--- src/rtl/btb_pkg.sv ---
package btb_pkg;
    // byte offset bits below the instruction granule, skipped by the index
    localparam int unsigned BTB_ALIGN = 2;

    function automatic int unsigned wrap_inc(int unsigned v, int unsigned n);
        return (v + 1 >= n) ? 0 : v + 1;
    endfunction
endpackage

--- src/rtl/btb_set_match.sv ---
module btb_set_match #(
    parameter int unsigned WAYS  = 4,
    parameter int unsigned TAG_W = 8
) (
    input  logic [WAYS-1:0]            vld,
    input  logic [WAYS-1:0][TAG_W-1:0] tags,
    input  logic [TAG_W-1:0]           key,
    output logic [WAYS-1:0]            hitv
);
    // one comparator per way, all in parallel
    for (genvar w = 0; w < WAYS; w++) begin : g_cmp
        assign hitv[w] = vld[w] && (tags[w] == key);
    end
endmodule

--- src/rtl/btb_victim.sv ---
module btb_victim #(
    parameter int unsigned WAYS  = 4,
    parameter int unsigned WAY_W = 2
) (
    input  logic [WAYS-1:0]  hitv,
    input  logic [WAYS-1:0]  vld,
    input  logic [WAY_W-1:0] rr_ptr,
    output logic [WAY_W-1:0] way,
    output logic             use_rr
);
    logic             any_hit;
    logic             any_free;
    logic [WAY_W-1:0] hit_way;
    logic [WAY_W-1:0] free_way;

    always_comb begin
        any_hit  = 1'b0;
        any_free = 1'b0;
        hit_way  = '0;
        free_way = '0;
        for (int w = WAYS - 1; w >= 0; w--) begin
            if (hitv[w]) begin
                any_hit = 1'b1;
                hit_way = WAY_W'(w);
            end
            if (!vld[w]) begin
                any_free = 1'b1;
                free_way = WAY_W'(w);
            end
        end
        use_rr = 1'b0;
        if (any_hit) begin
            way = hit_way;
        end else if (any_free) begin
            way = free_way;
        end else begin
            way    = rr_ptr;
            use_rr = 1'b1;
        end
    end
endmodule

--- src/rtl/btb_partial.sv ---
module btb_partial #(
    parameter int unsigned PC_W  = 32,
    parameter int unsigned SETS  = 16,
    parameter int unsigned WAYS  = 4,
    parameter int unsigned TAG_W = 8,
    parameter int unsigned TGT_W = 12
) (
    input  logic            clk,
    input  logic            rst_n,
    input  logic            flush,
    input  logic [PC_W-1:0] lk_pc,
    output logic            lk_hit,
    output logic [PC_W-1:0] lk_next_pc,
    input  logic            upd_valid,
    input  logic [PC_W-1:0] upd_pc,
    input  logic [PC_W-1:0] upd_target
);
    import btb_pkg::*;

    localparam int unsigned IDX_W = (SETS > 1) ? $clog2(SETS) : 1;
    localparam int unsigned WAY_W = (WAYS > 1) ? $clog2(WAYS) : 1;
    localparam int unsigned TAG_LO = BTB_ALIGN + IDX_W;

    typedef struct packed {
        logic [SETS-1:0][WAYS-1:0]            vld;
        logic [SETS-1:0][WAYS-1:0][TAG_W-1:0] tag;
        logic [SETS-1:0][WAYS-1:0][TGT_W-1:0] tgt;
        logic [SETS-1:0][WAY_W-1:0]           rr;
    } btb_state_t;

    btb_state_t st_d, st_q;

    // ---------------- lookup side (reads registered state) ----------------
    logic [IDX_W-1:0] lk_idx;
    logic [TAG_W-1:0] lk_tag;
    logic [WAYS-1:0]  lk_hitv;
    logic [TGT_W-1:0] lk_low;

    assign lk_idx = lk_pc[BTB_ALIGN +: IDX_W];
    assign lk_tag = lk_pc[TAG_LO +: TAG_W];

    btb_set_match #(.WAYS(WAYS), .TAG_W(TAG_W)) u_lk_match (
        .vld  (st_q.vld[lk_idx]),
        .tags (st_q.tag[lk_idx]),
        .key  (lk_tag),
        .hitv (lk_hitv)
    );

    always_comb begin
        lk_low = '0;
        for (int w = 0; w < WAYS; w++) begin
            if (lk_hitv[w]) lk_low = lk_low | st_q.tgt[lk_idx][w];
        end
        lk_hit = |lk_hitv;
        if (lk_hit) lk_next_pc = {lk_pc[PC_W-1:TGT_W], lk_low};
        else        lk_next_pc = lk_pc + PC_W'(4);
    end

    // ---------------- update side ----------------
    logic [IDX_W-1:0] up_idx;
    logic [TAG_W-1:0] up_tag;
    logic [WAYS-1:0]  up_hitv;
    logic [WAY_W-1:0] up_way;
    logic             up_rr;
    logic             unused_bits;

    assign up_idx      = upd_pc[BTB_ALIGN +: IDX_W];
    assign up_tag      = upd_pc[TAG_LO +: TAG_W];
    assign unused_bits = ^{upd_pc, upd_target};

    btb_set_match #(.WAYS(WAYS), .TAG_W(TAG_W)) u_up_match (
        .vld  (st_q.vld[up_idx]),
        .tags (st_q.tag[up_idx]),
        .key  (up_tag),
        .hitv (up_hitv)
    );

    btb_victim #(.WAYS(WAYS), .WAY_W(WAY_W)) u_victim (
        .hitv   (up_hitv),
        .vld    (st_q.vld[up_idx]),
        .rr_ptr (st_q.rr[up_idx]),
        .way    (up_way),
        .use_rr (up_rr)
    );

    always_comb begin
        st_d = st_q;
        if (flush) begin
            st_d.vld = '0;
        end else if (upd_valid) begin
            st_d.vld[up_idx][up_way] = 1'b1;
            st_d.tag[up_idx][up_way] = up_tag;
            st_d.tgt[up_idx][up_way] = upd_target[TGT_W-1:0];
            if (up_rr) begin
                st_d.rr[up_idx] = WAY_W'(wrap_inc(int'(st_q.rr[up_idx]), WAYS));
            end
        end
    end

    always_ff @(posedge clk) begin
        if (!rst_n) st_q <= '0;
        else        st_q <= st_d;
    end
endmodule

--- config.mk ---
export PLATFORM = sky130hd
export DESIGN_NAME = btb_partial
export DESIGN_NICKNAME = d
export VERILOG_FILES = /design/src/rtl/btb_pkg.sv /design/src/rtl/btb_set_match.sv /design/src/rtl/btb_victim.sv /design/src/rtl/btb_partial.sv
export SDC_FILE = /design/constraint.sdc
export NUM_CORES = 2
export LEC_CHECK = 0
export BUFFER_PORTS_ARGS = -buffer_cell sky130_fd_sc_hd__buf_2
export CAP_MARGIN = 5
export CORE_ASPECT_RATIO = 2
export CORE_MARGIN = 5
export CORE_UTILIZATION = 55
export DETAILED_ROUTE_END_ITERATION = 7
export GPL_TIMING_DRIVEN = 0
export PLACE_DENSITY = 0.71
export SYNTH_ARGS = -nofsm -noshare
export SYNTH_HDL_FRONTEND = slang
export SYNTH_SLANG_ARGS = --single-unit
--- constraint.sdc ---
create_clock -name clk -period 5 [get_ports clk]
set_input_delay 0.5 -clock clk [delete_from_list [all_inputs] [get_ports clk]]
set_output_delay 0.5 -clock clk [all_outputs]
set_load 0.01 [all_outputs]
==> results of run 1 <==
-- what timing repair did --
action                                  4_1_cts
resized for setup                           284
pin swaps                                     3
endpoints found under the setup margin     1365
setup buffers                                 5
hold buffers                                  0
-- through the flow --
| step | TNS (ns) | util |
|---|---|---|
| 2_1_floorplan | 0 | - |
| 3_3_place_gp | -2273.48 | 0.5729 |
| 3_5_place_dp | -1613.40 | 0.5769 |
| 4_1_cts | 0 | 0.6195 |
-- cell families after synthesis --
logic type | after synthesis | share of synthesized area
buf+inv | 652 | 0.04728
flops | 1376 | 0.4129
xor+xnor | 85 | 0.01116
fa+ha+maj | 2 | 0.0003750
compound gates | 215 | 0.02288
simple gates | 1695 | 0.1050
mux | 2034 | 0.4005
-- layer usage --
layer | overflow | global-route usage
met3 | 0 | 0.2199
met1 | 0 | 0.5403
met5 | 0 | 0.009384
met2 | 5 | 0.8526
met4 | 2 | 0.6536
==> flow_summary.json, run 1 <==
{
  "tool.error": "[ERROR GRT-0116] Global routing finished with congestion. Check the congestion regions in the DRC Viewer.",
  "synth.most_common_cell": "mux2i_1",
  "clock_sinks": 1376,
  "grt_pass1_wl_um": 502400,
  "initial_utilization": 0.5537,
  "ys_ff_latch": 1376,
  "rows": 180,
  "synth_top_cell_area_share": 0.4129,
  "root_buffer": "clkbuf_16",
  "grt_use_total": 0.5618,
  "gr-total-overflow": 7,
  "clk_path_buf_depth": 3,
  "yosys_most_used_dff": "dfxtp_1",
  "cts_inserted_buffers": 121,
  "avgSynthCellArea_um2": 11.01,
  "ys_top_cells_by_area": "dfxtp_1 41%, mux2i_1 23%, mux4_2 17%",
  "synth_area_um2": 66720,
  "post-place-cells": 7706,
  "first_global_vias": 59550,
  "grt_start_max_net_pins": 19,
  "dp_hpwl_um": 261100,
  "lastStage": "global routing",
  "placed_area_um2": 69520,
  "synth_common_cells": "1506 x mux2i_1, 1443 x nand2_1, 1376 x dfxtp_1, 506 x mux4_2, 359 x clkbuf_1",
  "h-tree-depth": 3,
  "gp_congestion": 1.118,
  "ys_async_sr_fraction": 0,
  "design.portCount": 133,
  "synth-edff-count": 0,
  "numPortBuffers": 75,
  "die_h_um": 502.6,
  "yosysSeqAreaShare": 0.4129,
  "synth.largest_area_cell": "dfxtp_1",
  "synth_cells": 6059,
  "synth_cell_type_count": 78,
  "synth.net_count": 6161,
  "status": "stopped before the end",
  "die_x_um": 256.3,
  "ys.warnings.count": 0,
  "pre_cts_slack_ns": -2.877
}
==> run 2: changes to the inputs <==
--- a/config.mk
+++ b/config.mk
@@ -7,12 +7,11 @@
 export LEC_CHECK = 0
 export BUFFER_PORTS_ARGS = -buffer_cell sky130_fd_sc_hd__buf_2
 export CAP_MARGIN = 5
-export CORE_ASPECT_RATIO = 2
 export CORE_MARGIN = 5
-export CORE_UTILIZATION = 55
+export CORE_UTILIZATION = 40
 export DETAILED_ROUTE_END_ITERATION = 7
 export GPL_TIMING_DRIVEN = 0
-export PLACE_DENSITY = 0.71
+export PLACE_DENSITY_LB_ADDON = 0.15
 export SYNTH_ARGS = -nofsm -noshare
 export SYNTH_HDL_FRONTEND = slang
 export SYNTH_SLANG_ARGS = --single-unit
==> run 2 against run 1 <==
Net effect:
- the flow now finishes, with violations (max-capacitance violations, max-slew violations, negative setup slack)
- synthesized area unchanged
- synthesized cell count unchanged
==> flow_summary.json, run 2 <==
{
  "status": "complete, but fails checks",
  "violations": "max-capacitance violations, max-slew violations, negative setup slack",
  "antenna_left": 0,
  "clk_path_buf_depth": 3,
  "root_buffer": "clkbuf_16",
  "crit_type": "in -> out",
  "avgSynthCellArea_um2": 11.01,
  "grt_start_max_net_pins": 17,
  "drtIter0Drc": 6797,
  "final_cell_mix": "1504 x mux2i_1, 1443 x nand2_1, 1376 x dfxtp_1",
  "gp_congestion": 1.053,
  "crit_fanout": 10,
  "initial_utilization": 0.4035,
  "die_area_um2": 175100,
  "area_growth_pct": 14.34,
  "ir_drop_mv": 0.3835,
  "hold_depth": 3,
  "clock_sinks": 1376,
  "cp.required_ns": 4.50,
  "crit_start": "lk_pc[4]",
  "crit_path_start_kind": "input pin",
  "maxCapViolations": 1,
  "yosys_most_used_dff": "dfxtp_1",
  "synth_common_cells": "1506 x mux2i_1, 1443 x nand2_1, 1376 x dfxtp_1, 506 x mux4_2, 359 x clkbuf_1",
  "design.portCount": 133,
  "ys_async_sr_fraction": 0,
  "synth_cell_type_count": 78,
  "hp-start": "flush",
  "setup.worst_path.end_class": "output pin",
  "clkTransAtPathRegs_ns": 0.06,
  "synth_top_cell_area_share": 0.4129,
  "cts_inserted_buffers": 157,
  "die_h_um": 418.4,
  "max_freq_mhz": 195.2,
  "largest_reg_flops": 1376,
  "multi_input_area_um2": 36210,
  "dp_hpwl_um": 222900,
  "vias": 52890,
  "cts_tree": "built",
  "powerDensity_nw_per_um2": 326.4,
  "numPortBuffers": 75,
  "cp_data_arrival_time_ns": 4.62,
  "first_global_vias": 52110,
  "drive_gt1_frac": 0.1923,
  "ys_ff_latch": 1376,
  "final_area_um2": 76290,
  "synth.largest_area_cell": "dfxtp_1",
  "worst_pin_slew_ns": 1.522,
  "placed_area_um2": 70170,
  "fin_crit_ns": 5.124,
  "antenna_found_initial": 16,
  "avgRoutedWirePerCell_um": 34.59,
  "drc": 0,
  "fin_skew_ns": 0.03718,
  "final_common_cell": "mux2i_1",
  "rsz0062_at_grt": "no",
  "rows": 149,
  "grt_use_total": 0.3333,
  "synth.net_count": 6161,
  "grt_pass1_wl_um": 409600,
  "ff2ff_path_depth": 12,
  "setup_viol": 31,
  "hold_class": "in -> reg",
  "finalHoldViolations": 0,
  "hold_buffers": 0,
  "synth.most_common_cell": "mux2i_1",
  "die_x_um": 418.4,
  "regMostFlops": "st_q",
  "ys.warnings.count": 0,
  "fin_util": 0.4613,
  "h-tree-depth": 4,
  "fillers": 15380,
  "fin_nets": 6419,
  "timing.rr.start": "st_q[1002]",
  "via_per_inst": 6.125,
  "reg_top3": "st_q (1376)",
  "synth_area_um2": 66720,
  "clock_latency_ns": 0.82,
  "setup_ws_ns": -0.1236,
  "slew_violations": 9,
  "final-seq-area_um2": 27550,
  "ys_top_cells_by_area": "dfxtp_1 41%, mux2i_1 23%, mux4_2 17%",
  "period_share": 1.025,
  "wl_um": 298800,
  "p_leak_nw": 33.75,
  "synth_cells": 6059,
  "dr.pass1.iters": 8,
  "gr-total-overflow": 0,
  "synth-edff-count": 0,
  "core_um2": 165400,
  "slew_headroom": -0.01847,
  "yosysSeqAreaShare": 0.4129
}
run 2: worst paths after layout:
| check | end | slack [ns] |
|---|---|---|
| max reg2reg | st_q[1066] | 0.37 |
| min reg2reg | st_q[324] | 0.45 |
| max | lk_next_pc[3] | -0.12 |
| min | st_q[1369] | 0.15 |
run 2: cells by family after synthesis:
family | Yosys count | share of synthesized area
compound gates | 215 | 0.02288
xor+xnor | 85 | 0.01116
fa+ha+maj | 2 | 0.0003750
buf+inv | 652 | 0.04728
flops | 1376 | 0.4129
mux | 2034 | 0.4005
simple gates | 1695 | 0.1050
run 2: worst max-delay path, cell delays in order:
cell and delay (ns):
clkbuf_4 0.30, buf_6 0.32, buf_6 0.34, buf_4 0.29, buf_8 0.20, mux4_2 0.33
mux2i_2 0.36, o32ai_2 0.16, nand4_1 0.14, buf_4 0.17, buf_4 0.19, buf_2 0.30
nor2b_1 0.11, a21o_1 0.20, a221oi_1 0.23, o21ai_0 0.23, buf_2 0.20
run 2: layer usage:
| layer | track usage | routed length (um) |
|---|---|---|
| met1 | 0.4095 | 114300 |
| met2 | 0.5172 | 131800 |
| met3 | 0.07282 | 25710 |
| met4 | 0.2445 | 26850 |
| met5 | 0 | 56 |
run 2: final cells by class:
| cell class | instances | share of cell area |
|---|---|---|
| Sequential cell | 1376 | 0.3611 |
| Multi-Input combinational cell | 4031 | 0.4747 |
| Antenna cell | 4 | 0.0001312 |
| Tap cell | 2189 | 0.03590 |
| Inverter | 30 | 0.001476 |
| Clock buffer | 238 | 0.06187 |
| Buffer | 619 | 0.04774 |
| Timing Repair Buffer | 102 | 0.009792 |
| Clock inverter | 47 | 0.007348 |
run 2: what timing repair did:
item	4_1_cts	5_1_grt
gates cloned	0	0
buffers inserted	4	1
setup endpoints to repair	1100	239
resized for setup	251	46
pin swaps	6	4
run 2: where the power goes:
group          total, W  leakage [nW]  internal, W  switching [W]
clock network    0.0119          2.62      0.00695        0.00499
registers        0.0110          11.1       0.0110      0.0000156
logic           0.00197          20.0     0.000507        0.00146
total            0.0249          33.7       0.0184        0.00646
run 2: metrics by stage:
stage	cells	hold WS [ns]	total power (W)	setup WS, ns	setup TNS [ns]
after floorplan	6059	0.4315	0.01218	0.5239	0
after global placement	8323	0.4379	0.01305	-3.469	-1585.24
after detailed placement	8341	0.4441	0.01307	-2.644	-1420.26
after CTS	8629	0.1154	0.02490	0.0002003	0
after global routing	8633	0.1623	0.02544	0.004709	0
final	8636	0.1531	0.02490	-0.1236	-1.034
Power figures use the tool's default switching activity.
